`config.mk`:
```
export PLATFORM = sky130hd
export DESIGN_NAME = phase_sequencer
export DESIGN_NICKNAME = d
export VERILOG_FILES = /design/src/rtl/phase_seq_pkg.sv /design/src/rtl/phase_ring.sv /design/src/rtl/aux_scheduler.sv /design/src/rtl/phase_sequencer.sv
export SDC_FILE = /design/constraint.sdc
export NUM_CORES = 1
export LEC_CHECK = 0
export CELL_PAD_IN_SITES_DETAIL_PLACEMENT = 2
export CELL_PAD_IN_SITES_GLOBAL_PLACEMENT = 2
export CORE_ASPECT_RATIO = 0.9
export CORE_MARGIN = 1.5
export CORE_UTILIZATION = 25
export DETAILED_ROUTE_END_ITERATION = 16
export DONT_BUFFER_PORTS = 1
export GPL_ROUTABILITY_DRIVEN = 0
export GPL_TIMING_DRIVEN = 0
export PLACE_DENSITY = 0.58
export SETUP_SLACK_MARGIN = 0.5
export SYNTH_ARGS = -nofsm -noshare
export SYNTH_HDL_FRONTEND = slang
export SYNTH_SLANG_ARGS = --single-unit
```
`constraint.sdc`:
```
create_clock -name clk -period 5.8 [get_ports clk]
set_clock_uncertainty 0.15 [all_clocks]
set_input_delay 1.45 -clock clk [delete_from_list [all_inputs] [get_ports clk]]
set_output_delay 1.45 -clock clk [all_outputs]
set_load 0.005 [all_outputs]
```
`src/rtl/phase_seq_pkg.sv`:
```
package phase_seq_pkg;

    typedef enum logic [1:0] {
        AUX_REF  = 2'd0,
        AUX_DUM0 = 2'd1,
        AUX_DUM1 = 2'd2
    } aux_slot_e;

    // {dummy1, dummy0, ref}
    function automatic logic [2:0] aux_decode(aux_slot_e slot);
        logic [2:0] v;
        case (slot)
            AUX_REF:  v = 3'b001;
            AUX_DUM0: v = 3'b010;
            AUX_DUM1: v = 3'b100;
            default:  v = 3'b001;
        endcase
        return v;
    endfunction

endpackage

```
`src/rtl/phase_ring.sv`:
```
module phase_ring #(
    parameter int NUM_CH = 24
) (
    input  logic              clk,
    input  logic              rst_n,
    input  logic              en,
    output logic [NUM_CH-1:0] ring,
    output logic              resync
);

    localparam logic [NUM_CH-1:0] SEED = {{(NUM_CH-1){1'b0}}, 1'b1};

    typedef struct packed {
        logic [NUM_CH-1:0] ring;
    } ring_state_t;

    ring_state_t st_q, st_d;
    logic        legal;
    logic [NUM_CH-1:0] rotated;

    // rotate by one stage toward the top
    for (genvar i = 0; i < NUM_CH; i++) begin : g_rot
        if (i == 0) begin : g_wrap
            assign rotated[i] = st_q.ring[NUM_CH-1];
        end else begin : g_step
            assign rotated[i] = st_q.ring[i-1];
        end
    end

    always_comb begin
        st_d   = st_q;
        legal  = (st_q.ring != '0) && ((st_q.ring & (st_q.ring - 1'b1)) == '0);
        resync = !legal;
        if (!legal) begin
            st_d.ring = SEED;
        end else if (en) begin
            st_d.ring = rotated;
        end
    end

    always_ff @(posedge clk) begin
        if (!rst_n) begin
            st_q.ring <= SEED;
        end else begin
            st_q <= st_d;
        end
    end

    assign ring = st_q.ring;

endmodule

```
`src/rtl/aux_scheduler.sv`:
```
module aux_scheduler
    import phase_seq_pkg::*;
#(
    parameter int NUM_CH = 24,
    localparam int IDX_W = $clog2(NUM_CH),
    localparam int FR_W  = $clog2(NUM_CH + 1)
) (
    input  logic             clk,
    input  logic             rst_n,
    input  logic             en,
    input  logic             resync,
    output logic             ref_phase,
    output logic [1:0]       dummy_phase,
    output logic [IDX_W-1:0] pair_idx
);

    localparam logic [FR_W-1:0]  FRAME_LAST = FR_W'(NUM_CH);
    localparam logic [IDX_W-1:0] PAIR_LAST  = IDX_W'(NUM_CH - 1);

    typedef struct packed {
        logic [FR_W-1:0]  frame;
        aux_slot_e        slot;
        logic [IDX_W-1:0] pair;
    } sched_state_t;

    localparam sched_state_t INIT = '{frame: '0, slot: AUX_REF, pair: '0};

    sched_state_t st_q, st_d;
    logic [2:0]   aux_vec;

    always_comb begin
        st_d = st_q;
        if (resync) begin
            st_d = INIT;
        end else if (en) begin
            st_d.frame = (st_q.frame == FRAME_LAST) ? '0 : st_q.frame + 1'b1;
            if (st_d.frame == '0) begin
                st_d.slot = AUX_REF;
                st_d.pair = (st_q.pair == PAIR_LAST) ? '0 : st_q.pair + 1'b1;
            end else if (st_d.frame[0]) begin
                st_d.slot = AUX_DUM0;
            end else begin
                st_d.slot = AUX_DUM1;
            end
        end
    end

    always_ff @(posedge clk) begin
        if (!rst_n) begin
            st_q <= INIT;
        end else begin
            st_q <= st_d;
        end
    end

    assign aux_vec     = aux_decode(st_q.slot);
    assign ref_phase   = aux_vec[0];
    assign dummy_phase = aux_vec[2:1];
    assign pair_idx    = st_q.pair;

endmodule

```
`src/rtl/phase_sequencer.sv`:
```
module phase_sequencer #(
    parameter int NUM_CH = 24,
    localparam int IDX_W = $clog2(NUM_CH)
) (
    input  logic              clk,
    input  logic              rst_n,
    input  logic              en,
    output logic [NUM_CH-1:0] ch_phase,
    output logic              ref_phase,
    output logic [1:0]        dummy_phase,
    output logic [IDX_W-1:0]  pair_idx
);

    logic resync;

    phase_ring #(.NUM_CH(NUM_CH)) u_ring (
        .clk    (clk),
        .rst_n  (rst_n),
        .en     (en),
        .ring   (ch_phase),
        .resync (resync)
    );

    aux_scheduler #(.NUM_CH(NUM_CH)) u_sched (
        .clk         (clk),
        .rst_n       (rst_n),
        .en          (en),
        .resync      (resync),
        .ref_phase   (ref_phase),
        .dummy_phase (dummy_phase),
        .pair_idx    (pair_idx)
    );

endmodule

```
After elaboration in Yosys (flattened, before gate mapping)

Index checks and enable logic that the tools add are counted.

Add/subtract/negate cells: 3
Equality and inequality tests: 4
Muxes and demuxes: 5
Bitwise gates (word level): 1
Reduce and logical (&&, ||, !) cells: 6

Operator list:

| operator                                           | count |
|---|---|
| bitwise AND 24 bit                                 | 1 |
| zero test 24 bit                                   | 1 |
| nonzero test 24 bit                                | 1 |
| subtractor 24 x 1 -> 24 bit, second input constant | 1 |
| adder 5 x 1 -> 5 bit, second input constant        | 2 |
| == test 5 bit, second input constant               | 2 |
| 2-to-1 mux 5 bit                                   | 2 |
| case mux 3 bit (2 select lines)                    | 1 |
| zero test 5 bit                                    | 1 |
| 2-to-1 mux 2 bit                                   | 2 |
| AND reduction 2 bit                                | 2 |
| == test 2 x 1 -> 1 bit, second input constant      | 1 |
| == test 2 bit, second input constant               | 1 |
| logical AND 1 bit                                  | 1 |

Register bits: 36
Input bits: 3
Output and inout bits: 32
Logic and storage cells: 23

Depth between registers and ports, before layout

Gate-level depths: netlist of run 1.

Depth in word-level cells: 5
Gate-level depth with buffers: 8
Gate-level depth less buffers: 8

By module

From an unflattened synthesis of run 1, not the netlist that was laid out.

Cell total of the unflattened synthesis: 230
Area, all modules: 2,064.5 um^2

By module, submodules not included:

| module        | instances | cells an instance | area an instance (um^2) | seq. area each (um^2) |
|---|---|---|---|---|
| phase_ring    | 1         | 139               | 1,285.0                 | 480.5 |
| aux_scheduler | 1         | 91                | 779.5                   | 240.2 |

Worst setup path before layout of run 1

Ideal clock, no wire load.

Path kind: input to register
Start point: in en
End point: reg u_ring.ring[1] (netlist name)
Setup time: 0.115 ns
Data arrival time: 2.572 ns
Required time: 5.535 ns
Slack: 2.963 ns
Cell stages on the path: 4
Path buffers: 2
Cells stage by stage: clkbuf_1 > clkbuf_1 > mux2i_1 > nor2_2

RTL lines:

| item               | line                 | RTL |
|---|---|---|
| start: declaration | phase_sequencer.sv:7 | `input logic en,` |

Worst setup path after layout of run 1

Start point: reg u_ring.ring[5] (netlist name)
End point: reg u_ring.ring[0] (netlist name)

Longest elaborated chain between the ends: 5
Elaborated cells on any way between the ends: 6
Classes of those cells: add/sub (1); bitwise (1); reduce/logical (4)

Ends and longest elaborated chain:

| item                              | line             | RTL |
|---|---|---|
| subtractor 24 x 1 -> 24 bit       | phase_ring.sv:32 | `legal = (st_q.ring != '0) && ((st_q.ring & (st_q.ring - 1'b1)) == '0);` |
| bitwise AND 24 bit                | phase_ring.sv:32 |  |
| zero test 24 bit                  | phase_ring.sv:32 |  |
| logical AND 1 bit (*)             | phase_ring.sv:32 |  |
| AND reduction 2 bit (no line) (*) | -                |  |

Mark *: on every way between the ends. The rest lies on a longest branch, timed or not.
A chain may end at the register's enable or synchronous reset.

==> impl_metrics.toml, run 1 <==
[global_route]
grt_pass1_vias = 1601
grt_usage_pct = 12.7
grt.overflow.total = 0
grt_pass1_wl_um = 8450
grt_max_degree = 11
antenna_found_initial = 0

[synth]
yosysUniqueCellTypes = 44
synthFlopType = "dfxtp_1"
synth-seq-cells = 36
syn-num-nets = 221
yosysTopAreaCell = "dfxtp_1"
synth_top_area_share_pct = 36.4
syn-cell-area_mm2 = 0.00198
async_flop_share_pct = 0
synth_cells = 213
netlist_top_cells_area = "dfxtp_1, mux2i_1, nor2_2, ha_1, o21ai_0"
syn_avg_cell_area_um2 = 9.30
synth_enable_flop_cells = 0
yosys_warnings = 0
ys_seq_area_share_pct = 36.4

[worst_setup_path]
start_kind = "register"
worst_setup_path_end_kind = "register"
crit_chain = "or4_4 > nor4_1 > a31oi_1 > nor4b_1 > nand4b_4 > a211o_1"
crit_type = "register to register"
crit_family = "simple AND/OR/NAND/NOR gates"
cp.required_ps = 5840
cp_max_fo = 9
critPathBufInv = 0
arrival_ps = 3310
slowest_stage = "nor4_1"
cp_slowest_stage_delay_ps = 660

[floorplanning]
initial_utilization_pct = 26.0
die_w_um = 96.9
io_pins = 35
dieArea_mm2 = 0.00847
die_h_um = 87.5
rows = 30
core_area_mm2 = 0.00762

[cts]
post_cts_buffers = 0
clockBufferDepth = 2
clock_sinks = 36
ctsResizeCount = 0
numCtsBuffers = 5
cts.clk_slew.worst_paths_ps = 70
htree_levels = 2
clockRootBuffer = "clkbuf_8"
clk_latency_ps = 290
hold_buffers = 0
cts_tree = "yes"

[route]
vias_per_cell = 5.03
final_antenna_net_count = 0
wl_um = 5120
wl_per_cell_um = 16.2
drcViolationCount = 0
vias = 1590
firstDrtPassIters = 4
first_iter_violations = 23

[cells_and_area]
regArea_um2 = 721
fin_nets = 228
instances_no_fill = 316
fillers = 870
syn_to_final_growth_pct = 9.97
antenna_cells = 0
drive_above_1_share_pct = 22.7
multi_input_area_mm2 = 0.00114

[sta]
finalCritPeriodShare_pct = 56.5
clock.fmax_mhz = 305
finalSetupViolations = 0
rsz0062_at_grt = "false"
tns_ps = 0
drv_slew = 0
holdWs_ps = 357
tightest_slew_ps = 768
hold_violations = 0
slew_headroom_pct = 48.3
period_needed_ps = 3280

[placed_design]
dp.cells = 309
port_buffers = 0
dp_hpwl_um = 3790

[power]
powerDensity_mw_per_mm2 = 246
p_leak_nw = 0.785
irDropWorstVdd_mv = 0.0828

[run_status]
outcome = "completed"

[worst_hold_path]
hp-class = "register to register"

[job]
maxCapViolations = 0
-- report_power, final --
| group | internal [W] | total [W] | switching, W | leakage [nW] |
|---|---|---|---|---|
| clock | 0.0000817 | 0.000172 | 0.0000900 | 0.0410 |
| combinational | 0.0000361 | 0.0000967 | 0.0000606 | 0.453 |
| sequential | 0.000255 | 0.000267 | 0.0000125 | 0.291 |
| total | 0.000372 | 0.000535 | 0.000163 | 0.785 |
-- final timing paths --
path	startpoint	end	slack, ps	cells after the start
hold / removal	u_sched.st_q[5]$_SDFFE_PN0P_	u_sched.st_q[5]$_SDFFE_PN0P_	360	2
setup reg to reg	u_ring.ring[5]$_SDFFE_PN0P_	u_ring.ring[0]$_SDFFE_PN1P_	2520	6
hold reg to reg	u_sched.st_q[5]$_SDFFE_PN0P_	u_sched.st_q[5]$_SDFFE_PN0P_	360	2
setup / recovery	u_ring.ring[5]$_SDFFE_PN0P_	u_ring.ring[0]$_SDFFE_PN1P_	2520	6
-- cell families after synthesis --
| logic type | after synthesis | synth area share (%) |
|---|---|---|
| and+or+nand+nor | 81 | 25.2 |
| AOI/OAI and AO/OA | 40 | 14.1 |
| DFF | 36 | 36.4 |
| muxes | 27 | 13.6 |
| buffers and inverters | 21 | 6.06 |
| adders and majority gates | 7 | 4.17 |
| xor gates and xnor gates | 1 | 0.442 |
-- worst min-delay path, delay by kind of cell (launching register included) --
family           cells  cell delay, ps
AO/OA/AOI/OAI        1              50
flip-flops           1             330
AND/OR/NAND/NOR      1              90
-- cell usage after synthesis, drive strengths merged, types with 4 or more instances --
cell,number
nand2,9
buf,8
ha,5
mux2i,27
inv,8
or4,4
nor4,5
nor3,4
clkbuf,5
a21oi,9
o21ai,10
dfxtp,36
nor2,41
-- flip-flops by register name (all words and copies together), names as in the netlist --
signal and cells:
u_sched.pair_idx 5, u_sched.st_q 7, u_ring.ring 24
-- stage by stage --
step	cell area [µm²]	utilization (%)	total power [W]	worst slack, ps
after CTS	2180	28.6	0.000554	2490
after global routing	2180	28.6	0.000575	2290
after floorplan	1980	-	0.000346	2960
after global placement	2100	27.6	0.000371	2560
after detailed placement	2100	27.6	0.000373	2550
final	2180	28.6	0.000535	2520
-- cell type report --
cell class | count | share of cell area (%)
multi-input cells | 156 | 52.4
clock buffers | 6 | 3.33
well taps | 96 | 5.51
inverters | 8 | 1.38
flip-flops and latches | 36 | 33.1
clock inverters | 1 | 0.230
plain buffers | 13 | 4.13
-- routing by layer --
metal | vias to the layer above | routed length [µm] | GRT usage [%]
li1 | 782 | - | -
met1 | 783 | 2640 | 17.4
met2 | 21 | 2250 | 19.0
met3 | 4 | 168 | 4.01
met4 | 0 | 61 | 3.95
met5 | - | 0 | 0
-- layout by cell type (no fill, tap or decap), types with 2 or more instances in the layout --
| cell type | netlist | final |
|---|---|---|
| and3_1 | 2 | 2 |
| nor2_2 | 28 | 28 |
| nor4b_1 | 2 | 2 |
| or4_1 | 3 | 3 |
| a21oi_1 | 7 | 7 |
| nand2_1 | 9 | 9 |
| or3_1 | 3 | 3 |
| buf_6 | 3 | 3 |
| nor4_1 | 5 | 5 |
| ha_1 | 5 | 5 |
| a21oi_2 | 2 | 2 |
| clkbuf_1 | 5 | 6 |
| a31oi_1 | 3 | 3 |
| o31a_1 | 3 | 3 |
| maj3_1 | 2 | 2 |
| clkbuf_8 | 0 | 5 |
| or2_2 | 2 | 2 |
| a211o_1 | 2 | 2 |
| o21ai_0 | 10 | 10 |
| mux2i_1 | 27 | 27 |
| nand3_1 | 3 | 3 |
| nor3_1 | 4 | 4 |
| dfxtp_1 | 36 | 36 |
| buf_4 | 5 | 5 |
| nor2_1 | 13 | 13 |
| o31ai_1 | 2 | 2 |
| inv_1 | 8 | 8 |
| a2111oi_0 | 2 | 2 |
No activity file was read; power rests on OpenSTA's default activity.
==> run 2: changes to the inputs <==
--- a/config.mk
+++ b/config.mk
@@ -5,6 +5,7 @@
 export SDC_FILE = /design/constraint.sdc
 export NUM_CORES = 1
 export LEC_CHECK = 0
+export ABC_AREA = 1
 export CELL_PAD_IN_SITES_DETAIL_PLACEMENT = 2
 export CELL_PAD_IN_SITES_GLOBAL_PLACEMENT = 2
 export CORE_ASPECT_RATIO = 0.9
@@ -14,7 +15,7 @@
 export DONT_BUFFER_PORTS = 1
 export GPL_ROUTABILITY_DRIVEN = 0
 export GPL_TIMING_DRIVEN = 0
-export PLACE_DENSITY = 0.58
+export PLACE_DENSITY = 0.61
 export SETUP_SLACK_MARGIN = 0.5
 export SYNTH_ARGS = -nofsm -noshare
 export SYNTH_HDL_FRONTEND = slang
==> constraint.sdc (replaced) <==
create_clock -name clk -period 3.3 [get_ports clk]
set_clock_uncertainty 0.15 [all_clocks]
set_input_delay 0.825 -clock clk [delete_from_list [all_inputs] [get_ports clk]]
set_output_delay 0.825 -clock clk [all_outputs]
set_load 0.005 [all_outputs]
==> run 2 against run 1 <==
Effect of this change: sequential cell count did not move; hold slack improved by 71 ps; first-iteration DRC count rose to 3.4 times the previous value; clock power rose to 2.9 times the previous value; cell count grew 51%; via count grew 38%; non-clock buffer count up 1; count of clock-buffer cells in the layout is the same; worst setup slack got worse by 1400 ps.
==> impl_metrics.toml, run 2 <==
[cts]
cts_tree = "yes"
clockBufferDepth = 2
ctsResizeCount = 0
clock_sinks = 36
post_cts_buffers = 0
hold_buffers = 0
clockRootBuffer = "clkbuf_16"
htree_levels = 2
numCtsBuffers = 5
clk_latency_ps = 280
cts.clk_slew.worst_paths_ps = 60

[floorplanning]
die_w_um = 109
die_h_um = 98.5
core_area_mm2 = 0.00978
io_pins = 35
dieArea_mm2 = 0.0108
rows = 34
initial_utilization_pct = 25.9

[synth]
synthFlopType = "dfxtp_1"
yosysUniqueCellTypes = 31
yosysTopAreaCell = "dfxtp_1"
synth-seq-cells = 36
synth_common_cells = "nand2_1, nor2_1, dfxtp_1"
synth_cells = 343
synth_enable_flop_cells = 0
syn-cell-area_mm2 = 0.00253
ys_seq_area_share_pct = 28.4
netlist_top_cells_area = "dfxtp_1, nor2_4, nand2_1, nor2_1, mux2i_1"
yosys_warnings = 0
synth_top_area_share_pct = 28.4
async_flop_share_pct = 0
syn_avg_cell_area_um2 = 7.39
synth.most_common_cell = "nand2_1"
syn-num-nets = 351

[cells_and_area]
largest_reg_flops = 24
fin_nets = 358
fillers = 1172
drive_above_1_share_pct = 22.2
mostFrequentLayoutCell = "nand2_1"
final_cell_mix = "nand2_1, nor2_1, dfxtp_1, nor2_4, inv_1"
final_util_pct = 29.0
largest-register = "u_ring.ring"
syn_to_final_growth_pct = 12.1
antenna_cells = 0

[global_route]
antenna_found_initial = 0
grt.overflow.total = 0
grt_pass1_wl_um = 12900
grt_usage_pct = 15.5
grt_pass1_vias = 2427
grt_max_degree = 12

[placed_design]
dp_hpwl_um = 5810
pre_cts_ws_ps = 756
port_buffers = 0

[worst_setup_path]
worst_setup_path_end_kind = "register"
cp_max_fo = 10
cp.required_ps = 3320
arrival_ps = 2210
start_kind = "input port"
crit_type = "input port to register"

[route]
vias_per_cell = 4.61
wl_um = 7600
wl_per_cell_um = 15.9
firstDrtPassIters = 4
final_antenna_net_count = 0
vias = 2199
drcViolationCount = 0
first_iter_violations = 79

[sta]
drv_slew = 0
finalSetupViolations = 0
holdWs_ps = 428
clock.fmax_mhz = 457
slew_headroom_pct = 49.1
tightest_slew_ps = 764
finalCritPeriodShare_pct = 66.3
period_needed_ps = 2190
tns_ps = 0
setup_slack_ps = 1110
rsz0062_at_grt = "false"
hold_violations = 0

[power]
power.total_w = 0.00226
powerDensity_mw_per_mm2 = 796
irDropWorstVdd_mv = 0.389
p_leak_nw = 1.22

[worst_hold_path]
hp-class = "register to register"

[job]
maxCapViolations = 0

[run_status]
outcome = "completed"
## run 2: per-layer routing
metal	share of wire (%)	global-route usage, %	vias up
li1	-	-	1095
met1	50	21.4	1074
met2	45	24.2	26
met3	4.0	3.37	4
met4	0.89	4.35	0
met5	0	0	-
## run 2: final timing paths
check                                    from                          endpoint  slack, ps  depth (start not counted)
max                                        en      u_ring.ring[14]$_SDFFE_PN0P_       1110                          4
min          u_sched.pair_idx[0]$_SDFFE_PN0P_  u_sched.pair_idx[0]$_SDFFE_PN0P_        430                          2
max reg2reg      u_sched.st_q[7]$_SDFFE_PN0P_  u_sched.pair_idx[4]$_SDFFE_PN0P_       1140                         10
min reg2reg  u_sched.pair_idx[0]$_SDFFE_PN0P_  u_sched.pair_idx[0]$_SDFFE_PN0P_        430                          2
## run 2: cell families after synthesis
kind of cell	Yosys count	synth area share, %
multiplexers	13	5.13
flip-flops	36	28.4
AND/OR/NAND/NOR	204	46.0
XOR/XNOR	3	1.04
adder cells (fa/ha/maj)	5	2.47
AO/OA/AOI/OAI	33	6.66
buffers and inverters	49	10.3
## run 2: report_power, final
group	switching, W	internal, W	leakage, nW
Sequential	0.000103	0.000497	0.292
Combinational	0.000769	0.000398	0.856
Clock	0.000197	0.000298	0.0766
## run 2: metrics by stage
stage          std cells  cell area (µm²)
3_5_place_dp         469             2690
6_report             477             2840
5_1_grt              477             2840
4_1_cts              477             2840
2_1_floorplan        343             2530
3_3_place_gp         469             2690
## run 2: final cells by class
| type | count | area [µm²] | share of cell area, % |
|---|---|---|---|
| sequential | 36 | 721 | 25.4 |
| clock buffer | 6 | 139 | 4.89 |
| multi-input combinational | 258 | 1550 | 54.7 |
| inverter | 35 | 131 | 4.62 |
| buffer | 14 | 129 | 4.54 |
| tap | 126 | 158 | 5.55 |
| clock inverter | 2 | 10.0 | 0.352 |
## run 2: critical path: stages
cell	delay, ps
clkbuf_1	320
buf_1	630
mux2i_1	360
nor2_4	60
==> run 3: changes to the inputs <==
--- a/config.mk
+++ b/config.mk
@@ -5,7 +5,7 @@
 export SDC_FILE = /design/constraint.sdc
 export NUM_CORES = 1
 export LEC_CHECK = 0
-export ABC_AREA = 1
+export ABC_AREA = 0
 export CELL_PAD_IN_SITES_DETAIL_PLACEMENT = 2
 export CELL_PAD_IN_SITES_GLOBAL_PLACEMENT = 2
 export CORE_ASPECT_RATIO = 0.9
@@ -15,7 +15,7 @@
 export DONT_BUFFER_PORTS = 1
 export GPL_ROUTABILITY_DRIVEN = 0
 export GPL_TIMING_DRIVEN = 0
-export PLACE_DENSITY = 0.61
+export PLACE_DENSITY = 0.58
 export SETUP_SLACK_MARGIN = 0.5
 export SYNTH_ARGS = -nofsm -noshare
 export SYNTH_HDL_FRONTEND = slang
==> constraint.sdc (replaced) <==
create_clock -name clk -period 2.2 [get_ports clk]
set_clock_uncertainty 0.15 [all_clocks]
set_input_delay 0.55 -clock clk [delete_from_list [all_inputs] [get_ports clk]]
set_output_delay 0.55 -clock clk [all_outputs]
set_load 0.005 [all_outputs]
==> run 3 against run 2 <==
Effect of this change: the run now ends with negative setup slack left; count of clock-buffer cells in the layout up 2; critical path type is now register to register; largest power group is now registers; sequential cell count unchanged; via count down 25%; cell count down 31%.
==> impl_metrics.toml, run 3 (synthesized netlist as in run 1, its figures left out) <==
[global_route]
antenna_found_initial = 0
grt_usage_pct = 13.7
grt.overflow.total = 0
grt_pass1_vias = 1692
grt_max_degree = 11
grt_pass1_wl_um = 9190

[placed_design]
port_buffers = 0
place_area_mm2 = 0.00213
dp_hpwl_um = 3820

[worst_setup_path]
crit_type = "register to register"
ff2ff_setup_slack_ps = -590
crit_path_start = "u_ring.ring[2]$_SDFFE_PN0P_"
arrival_ps = 2830
start_kind = "register"
cp_max_fo = 6
r2r_end = "u_ring.ring[0]$_SDFFE_PN1P_"
worst_setup_path_end_kind = "register"
cp-endpoint = "u_ring.ring[0]$_SDFFE_PN1P_"
r2r_cells = 7
rr_startpoint = "u_ring.ring[2]$_SDFFE_PN0P_"
cp.required_ps = 2240

[cts]
htree_levels = 2
cts.clk_slew.worst_paths_ps = 80
clk_latency_ps = 290
numCtsBuffers = 5
clockBufferDepth = 2
cts_tree = "yes"
hold_buffers = 0
clock_sinks = 36
clockRootBuffer = "clkbuf_8"

[sta]
clock.fmax_mhz = 358
finalSetupViolations = 36
holdWs_ps = 329
hold_violations = 0
tightest_slew_ps = 763
drv_slew = 0
finalCritPeriodShare_pct = 127
setup_slack_ps = -592
rsz0062_at_grt = "true"
slew_headroom_pct = 49.1
period_needed_ps = 2790

[floorplanning]
io_pins = 35
initial_utilization_pct = 26.0
core_area_mm2 = 0.00762
die_h_um = 87.5
die_w_um = 96.9
rows = 30
dieArea_mm2 = 0.00847

[power]
switching_share_pct = 29.9
clock_power_share_pct = 30.8
pwr-share-seq_pct = 43.4
p_leak_nw = 0.904
combinationalPowerShare_pct = 25.8
p_int_w = 0.00114
switching_power_w = 0.000484
powerDensity_mw_per_mm2 = 655
irDropWorstVdd_mv = 0.265

[run_status]
violations = "negative setup slack"
outcome = "finished with violations"

[route]
vias = 1641
vias_per_cell = 4.99
final_antenna_net_count = 0
wl_per_cell_um = 17.1
drcViolationCount = 0
first_iter_violations = 63
firstDrtPassIters = 4
wl_um = 5630

[cells_and_area]
fillers = 857
regArea_um2 = 734
fin_area_mm2 = 0.00247
drive_above_1_share_pct = 34.3
multi_input_area_mm2 = 0.00125
syn_to_final_growth_pct = 24.8
mostFrequentLayoutCell = "dfxtp_1"
final_cell_mix = "dfxtp_1, mux2i_1, nor2_2, nor2_1, buf_4"
final_util_pct = 32.5
largest-register = "u_ring.ring"
fin_nets = 240
antenna_cells = 0
largest_reg_flops = 24

[job]
maxCapViolations = 0

[worst_hold_path]
hp-class = "input port to register"
run 3: changes by cell type in the layout (fill, tap and decap cells not counted), sizes merged, moves of 9 or more:
| cell | previous run | this run |
|---|---|---|
| buf | 11 | 20 |
| inv | 35 | 8 |
| mux2i | 13 | 27 |
| nand2 | 84 | 9 |
| nand3 | 19 | 3 |
| nor2 | 90 | 41 |
| o21ai | 24 | 10 |
run 3: routing by layer:
layer	share of wire (%)	vias up	GRT usage [%]	wire length [µm]
li1	-	805	-	-
met1	50	808	18.0	2790
met2	46	23	22.1	2580
met3	3.5	5	3.85	196
met4	1.1	0	3.95	61
met5	0	-	0	0
run 3: stage by stage:
step | worst slack (ps) | total power (W) | cells | TNS, ps
detailed placement | -1140 | 0.000997 | 309 | -39570
finish | -592 | 0.00162 | 329 | -20370
CTS | -608 | 0.00163 | 326 | -20720
global route | -679 | 0.00171 | 329 | -23510
floorplan | -477 | 0.000923 | 213 | -15670
global placement | -1060 | 0.000991 | 309 | -36920
run 3: power groups by stage:
stage | clock [W] | sequential [W] | combinational (W)
floorplan | 0 | 0.000708 | 0.000215
global placement | 0 | 0.000718 | 0.000273
detailed placement | 0 | 0.000719 | 0.000278
CTS | 0.000526 | 0.000703 | 0.000401
global route | 0.000551 | 0.000708 | 0.000455
finish | 0.000498 | 0.000703 | 0.000419
run 3: area by class of cell:
cell class	instances	share of cell area (%)
Sequential cell	36	29.7
Buffer	13	4.70
Multi-Input combinational cell	156	50.6
Tap cell	96	4.86
Timing Repair Buffer	12	5.26
Clock buffer	8	3.64
Inverter	8	1.21
run 3: worst max-delay path: stages (launching register included):
cell and delay, ps:
dfxtp_4 370, or4_4 550, or2_4 250, or4_4 520
a221oi_4 310, nand4b_4 150, buf_12 170, a211o_1 210
run 3: worst min-delay path by stage:
stage                                       from                            to  depth (start not counted)
floorplan           u_sched.st_q[5]$_SDFFE_PN0P_  u_sched.st_q[5]$_SDFFE_PN0P_                          2
global placement    u_sched.st_q[5]$_SDFFE_PN0P_  u_sched.st_q[5]$_SDFFE_PN0P_                          2
detailed placement  u_sched.st_q[5]$_SDFFE_PN0P_  u_sched.st_q[5]$_SDFFE_PN0P_                          2
CTS                                           en   u_ring.ring[0]$_SDFFE_PN1P_                          2
global route                                  en   u_ring.ring[0]$_SDFFE_PN1P_                          2
finish                                        en   u_ring.ring[0]$_SDFFE_PN1P_                          2
run 3: what timing repair did:
item                                    CTS  global route
gates resized for setup                  23             9
cloned                                    1             0
setup buffers                             8             3
endpoints found under the setup margin   37            37
pin swaps                                 9             8
